## src/rtl/kick_toggler.sv

```systemverilog
module kick_toggler #(
  parameter int TW = 16
) (
  input  logic          clk,
  input  logic          rst_n,
  input  logic          start_i,
  input  logic          stop_i,
  input  logic          ping_i,
  input  logic          always_run_i,
  input  logic          active_low_i,
  input  logic [TW-1:0] margin_i,
  input  logic [TW-1:0] timeout_i,
  output logic          pin_o,
  output logic          pin_oe_o,
  output logic          expired_o
);

  logic          booted, run, armed;
  logic [TW-1:0] half_cnt, elapsed;

  wire [TW-1:0] half_raw   = margin_i >> 1;
  wire [TW-1:0] half       = (half_raw == '0) ? TW'(1) : half_raw;
  wire          boot_start = !booted && always_run_i;
  wire          timed_out  = armed && (elapsed >= timeout_i);

  always_ff @(posedge clk) begin
    if (!rst_n) begin
      booted    <= 1'b0;
      run       <= 1'b0;
      armed     <= 1'b0;
      half_cnt  <= '0;
      elapsed   <= '0;
      pin_o     <= 1'b0;
      pin_oe_o  <= 1'b0;
      expired_o <= 1'b0;
    end else begin
      booted <= 1'b1;
      if (stop_i) begin
        armed <= 1'b0;
        if (!always_run_i) begin
          run      <= 1'b0;
          pin_oe_o <= 1'b0;
        end
      end else if (start_i || boot_start) begin
        if (start_i) begin
          armed     <= 1'b1;
          expired_o <= 1'b0;
        end
        run      <= 1'b1;
        pin_oe_o <= 1'b1;
        pin_o    <= active_low_i;
        half_cnt <= '0;
        elapsed  <= '0;
      end else if (run) begin
        if (timed_out) begin
          run       <= 1'b0;
          expired_o <= 1'b1;
        end else begin
          if (ping_i)        elapsed <= '0;
          else if (~&elapsed) elapsed <= elapsed + 1'b1;
          if (half_cnt >= half - 1'b1) begin
            half_cnt <= '0;
            pin_o    <= ~pin_o;
          end else begin
            half_cnt <= half_cnt + 1'b1;
          end
        end
      end
    end
  end

endmodule


```

## config.mk

```make
export PLATFORM = sky130hd
export DESIGN_NAME = kick_toggler
export DESIGN_NICKNAME = d
export VERILOG_FILES = /design/src/rtl/kick_toggler.sv
export SDC_FILE = /design/constraint.sdc
export NUM_CORES = 1
export LEC_CHECK = 0
export ABC_AREA = 1
export BUFFER_PORTS_ARGS = -buffer_cell sky130_fd_sc_hd__buf_4
export CAP_MARGIN = 10
export CORE_MARGIN = 2
export CORE_UTILIZATION = 50
export CTS_CLUSTER_DIAMETER = 200
export DETAILED_ROUTE_END_ITERATION = 10
export GPL_TIMING_DRIVEN = 0
export PLACE_DENSITY_LB_ADDON = 0.12
export SYNTH_ARGS = -nofsm -noshare
export SYNTH_HDL_FRONTEND = slang
export SYNTH_SLANG_ARGS = --single-unit
```

## constraint.sdc

```tcl
create_clock -name clk -period 4.79 [get_ports clk]
set_input_delay 0.2395 -clock clk [delete_from_list [all_inputs] [get_ports clk]]
set_output_delay 0.2395 -clock clk [all_outputs]
set_load 0.1 [all_outputs]
```

==> results of run 1 <==
[final cells by class]
type,instances,area [um2],share of cell area
clock buffer,6,82.6,0.0210
multi-input combinational,414,2240,0.568
clock inverter,2,12.5,0.00318
sequential,38,761,0.193
inverter,96,360,0.0916
timing repair buffer,40,300,0.0763
tap,80,100,0.0254
buffer,13,82.6,0.0210
[per-stage QoR]
stage / setup slack (ns) / instances / power, mW / utilization
floorplan: 1.95 / 561 / 0.463 / -
global placement: 1.02 / 681 / 0.518 / 0.572
detailed placement: 0.932 / 681 / 0.523 / 0.572
CTS: 1.24 / 689 / 0.764 / 0.586
global route: 0.876 / 689 / 0.801 / 0.586
finish: 1.25 / 689 / 0.756 / 0.586
[registers in the layout (all words and copies together) (netlist names)]
name and flops:
pin_o 1, booted 1, armed 1, expired_o 1
elapsed 16, half_cnt 16, pin_oe_o 1, run 1
[per-layer routing]
| metal | wire (um) | part of all wire |
|---|---|---|
| met3 | 390 | 0.048 |
| met4 | 88 | 0.011 |
| met5 | 0 | 0 |
| met1 | 4130 | 0.51 |
| met2 | 3550 | 0.43 |
[kinds of logic (layout without fill, tap and decap cells)]
logic type / Yosys count / in the layout
AND/OR/NAND/NOR: 321 / 321
buffers and inverters: 109 / 157
AO/OA/AOI/OAI: 40 / 40
flip-flops: 38 / 38
adder cells (fa/ha/maj): 35 / 35
XOR/XNOR: 17 / 17
other: 1 / 1
[power by group]
group / internal (mW) / switching, mW / total (mW) / leakage (nW)
sequential: 0.327 / 0.0131 / 0.340 / 0.310
clock: 0.116 / 0.125 / 0.241 / 0.0472
combinational: 0.0688 / 0.107 / 0.175 / 1.66
total: 0.512 / 0.244 / 0.756 / 2.02
[worst max-delay path, stage by stage]
cell and delay [ns]:
buf_4 0.10, inv_1 0.03, nand2_1 0.12, nor2_1 0.07, nand4_1 0.13, nand2_1 0.10
inv_1 0.11, ha_1 0.20, nand3_1 0.17, nor2_1 0.19, nand2_1 0.15, nor3_1 0.20
xnor2_1 0.11, ha_1 0.30, nand2_1 0.07, nor3_1 0.38, nand2_1 0.15, nand4_1 0.14
nand3_1 0.17, nand2_1 0.25, buf_2 0.28, nor2_1 0.08
[placed cells by master, fill, tap and decap left out]
| cell | n |
|---|---|
| a211oi_1 | 1 |
| a21o_1 | 1 |
| a21oi_1 | 26 |
| a21oi_4 | 1 |
| buf_1 | 1 |
| buf_2 | 6 |
| buf_4 | 43 |
| buf_6 | 2 |
| clkbuf_1 | 1 |
| clkbuf_8 | 6 |
| clkinv_1 | 2 |
| clkinv_2 | 1 |
| clkinvlp_4 | 1 |
| conb_1 | 1 |
| dfxtp_1 | 38 |
| ha_1 | 35 |
| inv_1 | 80 |
| inv_2 | 14 |
| nand2_1 | 141 |
| nand2_2 | 5 |
| nand3_1 | 38 |
| nand3_4 | 2 |
| nand3b_1 | 2 |
| nand4_1 | 27 |
| nor2_1 | 85 |
| nor2_2 | 1 |
| nor3_1 | 14 |
| nor3_2 | 2 |
| nor3b_4 | 1 |
| nor4_1 | 1 |
| o21ai_0 | 6 |
| o21ai_1 | 3 |
| o21bai_1 | 1 |
| o221ai_1 | 1 |
| or2_1 | 1 |
| or2_2 | 1 |
| xnor2_1 | 3 |
| xor2_1 | 14 |
[worst max path at each step]
stage | slack (ns) | endpoint | cells past startpoint | startpoint
final | 1.25 | half_cnt[13] | 22 | margin_i[12]
after global routing | 0.88 | half_cnt[13] | 22 | margin_i[12]
after CTS | 1.24 | half_cnt[8] | 22 | margin_i[12]
after detailed placement | 0.93 | half_cnt[8] | 22 | margin_i[12]
after global placement | 1.02 | half_cnt[2] | 22 | margin_i[12]
after floorplan | 1.95 | half_cnt[10] | 20 | margin_i[7]
==> metrics.txt, run 1 <==
Post-synth EDFFs=0; Syn Area/Cell=6.13 um2; Max Cap Viol=0; Yosys warning total=0; area of the mapped netlist=3440 um2; GR Layer Usage met3=0.0275; Synth Area in Adders=0.127; GRT Util Overall=0.234; max-slew violations=0; critical path startpoint category=primary input; die width=86.9 um; outcome=completed; GPL Wtd Cong=0.922; core area=6720 um2; Critical Path End Type=flip-flop; layer with the highest usage=met2; post-CTS sizing=0; Post-Synth XOR/XNOR Area=0.0433; Synth cell types=35; Final #Nets=682; Die Y=86.9 um; I/O Pins=42; Clk pin slew, worst setup/hold paths=0.08 ns; antenna violations before repair=0; Port-buffer cells=40; synth cell count leaders=141 x nand2_1, 85 x nor2_1, 80 x inv_1; number of antenna diodes=0; most area-consuming cells after synthesis=dfxtp_1 22%, nand2_1 15%, ha_1 13%; Max VDD drop=0.136 mV; global-route met1 utilization=0.352; Setup TNS=0 ns; DRT antenna net count=0; Hold-fix buffers, CTS=0; Static Leak=2.02 nW; most frequent cell after synthesis=nand2_1; mux cell area share after synthesis=0; CTS H-Tree Depth=2; total gr overflow=0; Starting Density=0.512; HPWL reported at the end of detailed placement=6.53 mm; Placed Instance Area=3840 um2; met2 Track Usage GR=0.353; PD cells=192 nW/um2; DR vias=3565; Final setup viols=0; Synth Area in Simple Gates=0.414; layout cells sized above 1=0.141; CTS tree=yes; ys async rst share=0; RR Endpoint=half_cnt[13]; Worst Tran Pin Value=0.514 ns; final instance area=3940 um2; largest fanout on the critical path=10; Critical R2R Launch=half_cnt[11]; final period utilization=0.739; Crit Path Class=in2reg; first-pass GRT wire length=14.2 mm; top cell type's share of synthesized area=0.221; clock skew=0.00542 ns; final hold viol count=0; Die ar.=7560 um2; iteration-0 DRC count of the detailed router=283; Fmax=283 MHz; ys flop type=dfxtp_1; Area Overhead vs Synth=14.4%; total routed wirelength=8.16 mm; cell row count=30; #FFs+latches synth=38; clock tree sinks=38; Post-route DRC=0; Hold Path Depth=1; FILL cells=691; hold path start=rst_n; vias in the first global route=3180; main combinational cell family by area after synthesis=simple AND/OR/NAND/NOR gates; postcts setup bufs=0; Root Driver=clkbuf_8; Reg2Reg Depth=11; Fin Hold WS=0.0534 ns; cell taking the most area after synthesis=dfxtp_1; Avg Vias per Cell=5.17; reg-to-reg slack, setup=2.40 ns; post-DR wirelength/cell=11.8 um; Tmin final=3.54 ns; RSZ-0062 raised after global routing=no; Synth Net Count=635; Critical Path RT=4.98 ns; Slew headroom=0.654; largest net degree at the start of global routing=13; total CTS buffers=5; Synth Area in Compound Gates=0.0648; path category of the worst min-delay check=in2reg; gate count of the mapped netlist=561; Crit path arrival time=3.73 ns; sequential-to-total area share from yosys stat=0.221; DRT Pass-1 Iters=5; Clock Path Buffers=2; worst skew pair latency=0.30 ns; Hold Crit Endpoint=booted
(Power assumes the default switching activity.)
==> run 2, diff against run 1 <==
Clock period 4.79 ns to 3.1 ns, I/O delays scaled along.
==> run 2 against run 1 <==
Core utilization rose by 1.0 points. Critical path type unchanged. Largest power group unchanged. Sequential share of layout area fell by 0.33 points. Power rose by 56%. Clock-buffer cell count did not move. Highest routed layer unchanged. Combinational power rose by 59%. Clock skew rose by 0.0033 ns. Critical endpoint unchanged. Global-route usage rose by 0.18 points. Critical path depth fell by 2. Flip-flop and latch count did not move. Clock power rose by 55%. Register-to-register slack got worse by 1.6 ns. Non-clock buffer count rose by 2.
==> metrics.txt, run 2 (same netlist as run 1, synthesis figures left out) <==
most common cell after layout, fill and taps aside=nand2_1; RSZ-0062 raised after global routing=no; I/O Pins=42 (unchanged); total routed wirelength=8.28 mm (+1.4%); Area Overhead vs Synth=16.4%; largest net degree at the start of global routing=13 (unchanged); max-slew violations=0 (unchanged); global-route met1 utilization=0.356 (+0.00369); Fin Hold WS=0.0412 ns (-0.0122 ns); critical path's slowest cell=nor3_1; Max VDD drop=0.216 mV (+58%); Top Registers=elapsed x16, half_cnt x16; Root Driver=clkbuf_8; Die Y=86.9 um (unchanged); Static Leak=2.04 nW (+1.1%); met2 Track Usage GR=0.357 (+0.00416); CP Cell Sequence=buf_4 > inv_2 > nand2_1 > nor2_1 > nand4_1 > nand2_1 > nor3_1 > nand3_1 > xor2_1 > ha_1 > nand2_1 > inv_1 > nand3_1 > nor3_4 > nand2_1 > nand4_1 > nand3_2 > nand2_2 > buf_4 > nor2_1; DRT antenna net count=0 (unchanged); Slew headroom=0.623 (-0.0313); Starting Density=0.512 (unchanged); Critical Path End Type=flip-flop; Final #Nets=684 (+0.29%); PD cells=294 nW/um2 (+53%); FILL cells=688 (-0.43%); Post-route DRC=0 (unchanged); most used cell, CP=nand2_1; most frequent cells in the layout=138 x nand2_1, 84 x nor2_1, 79 x inv_1; Tmin final=2.89 ns; reg-to-reg slack, setup=0.78 ns (-1.62 ns); final period utilization=0.931; first-pass GRT wire length=14.4 mm (+0.77%); GPL Wtd Cong=0.922 (unchanged); cell row count=30 (unchanged); CTS tree=yes; Clock Path Buffers=2 (unchanged); Crit path arrival time=3.08 ns (-0.65 ns); clock tree sinks=38 (unchanged); largest fanout on the critical path=10 (unchanged); post-DR wirelength/cell=12.0 um (+1.2%); layout cells sized above 1=0.160 (+0.0192); layer with the highest usage=met2; path category of the worst min-delay check=in2reg; DRT Pass-1 Iters=5 (unchanged); GR Layer Usage met3=0.0256 (-0.00190); Crit Path Class=in2reg; Final Instance Count excl. Fillers=691 (+0.29%); CP bufs+invs=4 (unchanged); Port-buffer cells=40 (unchanged); Fmax=346 MHz; die width=86.9 um (unchanged); worst skew pair latency=0.30 ns (about the same); CTS H-Tree Depth=2 (unchanged); Critical Path RT=3.30 ns (-1.68 ns); iteration-0 DRC count of the detailed router=279 (-1.4%); critical path startpoint category=primary input; Worst Tran Pin Value=0.561 ns (+0.0466 ns); Avg Vias per Cell=5.24 (+1.4%); Placed Cells=681 (unchanged); GRT Util Overall=0.236 (+0.00182); crit-path leading delay family=simple AND/OR/NAND/NOR gates; outcome=completed; Max Cap Viol=0 (unchanged); HPWL reported at the end of detailed placement=6.53 mm (unchanged); total CTS buffers=5 (unchanged); Die ar.=7560 um2 (unchanged); Final setup viols=0 (unchanged); vias in the first global route=3198 (+0.57%); DR vias=3624 (+1.7%); Clk pin slew, worst setup/hold paths=0.08 ns (about the same); clock skew=0.00875 ns (+0.00334 ns); crit-path max cell delay=0.46 ns (+0.08 ns); total gr overflow=0 (unchanged); number of antenna diodes=0 (unchanged); core area=6720 um2 (unchanged); antenna violations before repair=0 (unchanged); final hold viol count=0 (unchanged)
run 2: cell count changes in the layout (fill, tap and decap cells not counted), sizes merged:
| cell | before | now |
|---|---|---|
| buf | 52 | 53 |
| dlygate4sd3 | 0 | 1 |
run 2: where the power goes:
| part | internal [mW] | total, mW | switching (mW) | leakage [nW] |
|---|---|---|---|---|
| clock network | 0.179 | 0.373 | 0.194 | 0.0472 |
| registers | 0.506 | 0.526 | 0.0202 | 0.310 |
| logic | 0.110 | 0.279 | 0.169 | 1.68 |
| total | 0.795 | 1.18 | 0.384 | 2.04 |
run 2: per-layer routing:
metal  part of all wire  vias up  routed length (um)
met2               0.44       96                3600
met3              0.042        7                 348
met4              0.011        0                  89
li1                   -     1883                   -
met5                  0        -                   0
met1               0.51     1638                4240
run 2: what timing repair did:
item | CTS | global route
hold endpoints to repair | 1 | 0
pin swaps | 1 | 2
setup buffers | 1 | 0
setup endpoints to repair | 14 | 16
gates resized for setup | 6 | 8
hold buffers | 1 | 0
run 2: layout make-up:
type                            count  area, um2  area share
Buffer                             13       85.1      0.0213
Clock buffer                        6       82.6      0.0206
Clock inverter                      2       12.5     0.00313
Inverter                           96        360      0.0900
Multi-Input combinational cell    414       2280       0.570
Sequential cell                    38        761       0.190
Tap cell                           80        100      0.0250
Timing Repair Buffer               42        318      0.0794
run 2: final timing paths:
path,cells past startpoint,startpoint,end
min,2,stop_i,armed
min reg2reg,2,armed,armed
max reg2reg,10,elapsed[11],elapsed[11]
max,20,margin_i[11],half_cnt[13]
run 2: per-stage QoR:
step | setup slack, ns | power, mW | TNS (ns) | cell area [um2] | util
after floorplan | 0.345 | 0.716 | 0 | 3440 | -
after global placement | -0.583 | 0.800 | -7.31 | 3840 | 0.572
after CTS | 0.0320 | 1.19 | 0 | 3980 | 0.592
after detailed placement | -0.673 | 0.808 | -8.86 | 3840 | 0.572
after global routing | 0.0100 | 1.25 | 0 | 4000 | 0.596
final | 0.213 | 1.18 | 0 | 4000 | 0.596
==> run 3, diff against run 2 <==
Clock period 3.1 ns to 2.35 ns, I/O delays scaled along.
==> run 3 against run 2 <==
Critical path depth up 2. Via count up 1.2%. Sequential power up 32%. Largest cell class unchanged. Clock skew about the same. Clock power up 30%. Clock-buffer cell count unchanged. Power up 35%. The flow now finishes with violations (negative setup slack). Global-route usage down 0.27 points. Wire length up 5.5%. Worst setup slack worse by 0.47 ns. Flip-flop and latch count unchanged. Register-to-register slack worse by 0.66 ns.
==> metrics.txt, run 3 (same netlist as run 1, synthesis figures left out) <==
total power=1.60 mW (+35%); number of antenna diodes=0 (unchanged); Seq pwr share=0.436 (-0.010); GPL Wtd Cong=0.913 (-1.0%); DRT Pass-1 Iters=5 (unchanged); vias in the first global route=3206 (+0.25%); Max Cap Viol=0 (unchanged); clock tree sinks=38 (unchanged); Pint=1.08 mW (+35%); critical path startpoint category=primary input; iteration-0 DRC count of the detailed router=211 (-24%); Starting Density=0.512 (unchanged); total CTS buffers=5 (unchanged); Slew headroom=0.646 (+0.0229); final hold viol count=0 (unchanged); Critical Path End Type=flip-flop; RR Endpoint=half_cnt[12]; max-slew violations=0 (unchanged); Clock Path Buffers=2 (unchanged); Placed Cells=681 (unchanged); Clk pin slew, worst setup/hold paths=0.08 ns (about the same); Reg2Reg Depth=11 (+1); path category of the worst min-delay check=in2reg; Final Instance Count excl. Fillers=708 (+2.5%); Gate power share=0.260 (+0.023); Setup TNS=-3.98 ns (-3.98 ns); Hold Crit Endpoint=armed; Reg area=766 um2 (+0.66%); Area Overhead vs Synth=24.6%; PD cells=372 nW/um2 (+26%); Final setup viols=17 (+17); reg-to-reg slack, setup=0.12 ns (-0.66 ns); FILL cells=611 (-11%); hold path start=start_i; total routed wirelength=8.73 mm (+5.5%); outcome=finished, violations left; DR vias=3668 (+1.2%); die width=86.9 um (unchanged); Avg Vias per Cell=5.18 (-1.2%); Fmax=384 MHz; Die Y=86.9 um (unchanged); setup ws final=-0.255 ns (-0.469 ns); antenna violations before repair=0 (unchanged); Crit path arrival time=2.80 ns (-0.28 ns); core area=6720 um2 (unchanged); cell row count=30 (unchanged); Worst Tran Pin Value=0.527 ns (-0.0341 ns); final period utilization=1.11; sw power=0.520 mW (+36%); Crit Path Class=in2reg; most common cell after layout, fill and taps aside=nand2_1; RSZ-0062 raised after global routing=yes; DP Worst Slack=-0.805 ns (-0.131 ns); final instance area=4290 um2 (+7.1%); Max VDD drop=0.405 mV (+88%); largest fanout on the critical path=5 (-5); post-DR wirelength/cell=12.3 um (+3.0%); clock skew=0.00848 ns (-0.000267 ns); Hold Path Depth=3 (+1); Die ar.=7560 um2 (unchanged); multi-input logic area=2400 um2 (+4.9%); layout cells sized above 1=0.229 (+0.0689); Post-route DRC=0 (unchanged); CTS tree=yes; Net Sw Frac=0.326 (about the same); Critical Path RT=2.55 ns (-0.75 ns); largest net degree at the start of global routing=13 (unchanged); DRT antenna net count=0 (unchanged); most frequent cells in the layout=132 x nand2_1, 76 x nor2_1, 74 x inv_1; Port-buffer cells=40 (unchanged); failing checks=negative setup slack; Top Registers=elapsed x16, half_cnt x16; Static Leak=2.16 nW (+5.8%); worst skew pair latency=0.30 ns (about the same); Clk pwr share=0.304 (-0.013); I/O Pins=42 (unchanged); Tmin final=2.61 ns; Placed Instance Area=3900 um2 (+1.6%); GRT Util Overall=0.233 (-0.00271); Root Driver=clkbuf_8; first-pass GRT wire length=14.4 mm (+0.44%); HPWL reported at the end of detailed placement=6.56 mm (+0.58%); CTS H-Tree Depth=2 (unchanged); Final #Nets=701 (+2.5%); total gr overflow=0 (unchanged); Critical R2R Launch=elapsed[13]
run 3: changes by cell type in the layout (fill, tap and decap cells not counted), sizes merged:
cell / change
dlygate4sd3: +1
buf: +14
clkbuf: +2
run 3: layout make-up:
| class | count | share of cell area |
|---|---|---|
| buffer | 13 | 0.0228 |
| clock buffer | 6 | 0.0193 |
| clock inverter | 2 | 0.00292 |
| multi-input combinational | 414 | 0.559 |
| timing repair buffer | 59 | 0.109 |
| inverter | 96 | 0.0852 |
| tap | 80 | 0.0234 |
| sequential | 38 | 0.179 |
run 3: power groups by stage:
stage / Clock (mW) / Sequential (mW) / Combinational [mW]
final: 0.485 / 0.696 / 0.415
after global routing: 0.521 / 0.700 / 0.468
after CTS: 0.490 / 0.695 / 0.395
after detailed placement: 0 / 0.710 / 0.367
after global placement: 0 / 0.708 / 0.357
after floorplan: 0 / 0.728 / 0.226
run 3: through the flow:
stage	utilization	hold slack, ns
3_5_place_dp	0.581	0.249
6_report	0.638	0.111
3_3_place_gp	0.581	0.244
5_1_grt	0.638	0.136
2_1_floorplan	-	0.145
4_1_cts	0.617	0.112
run 3: worst max path at each step:
stage	slack, ns	from	endpoint	cells past startpoint
2_1_floorplan	-0.11	margin_i[7]	half_cnt[10]	21
3_3_place_gp	-0.77	margin_i[3]	half_cnt[2]	22
6_report	-0.26	margin_i[8]	half_cnt[7]	22
3_5_place_dp	-0.80	margin_i[3]	half_cnt[6]	23
5_1_grt	-0.38	margin_i[8]	half_cnt[13]	22
4_1_cts	-0.22	margin_i[8]	half_cnt[8]	21
run 3: what timing repair did:
item                                    4_1_cts  5_1_grt
cloned                                        1        0
pin swaps                                    32       25
endpoints found under the hold margin         2        0
setup buffers                                10        6
resized for setup                            15       33
endpoints found under the setup margin       17       23
hold buffers                                  2        0
run 3: worst max-delay path: stages:
cell     delay, ns
buf_6         0.09
or2_4         0.25
nor2_2        0.09
nand4_1       0.18
nand2_2       0.13
inv_2         0.06
ha_4          0.16
nand3_4       0.08
nor2_4        0.05
nand2_4       0.08
xor2_2        0.06
ha_1          0.27
nand2_1       0.05
inv_2         0.07
nand3_2       0.10
nor3_4        0.26
nand2_1       0.12
nand4_1       0.15
nand3_2       0.13
nand2_4       0.13
buf_6         0.14
nor2_1        0.04
run 3: per-layer routing:
layer	global-route usage	wire, um
met5	0	0
met4	0.0369	45
met3	0.0294	392
met2	0.354	3960
met1	0.357	4330
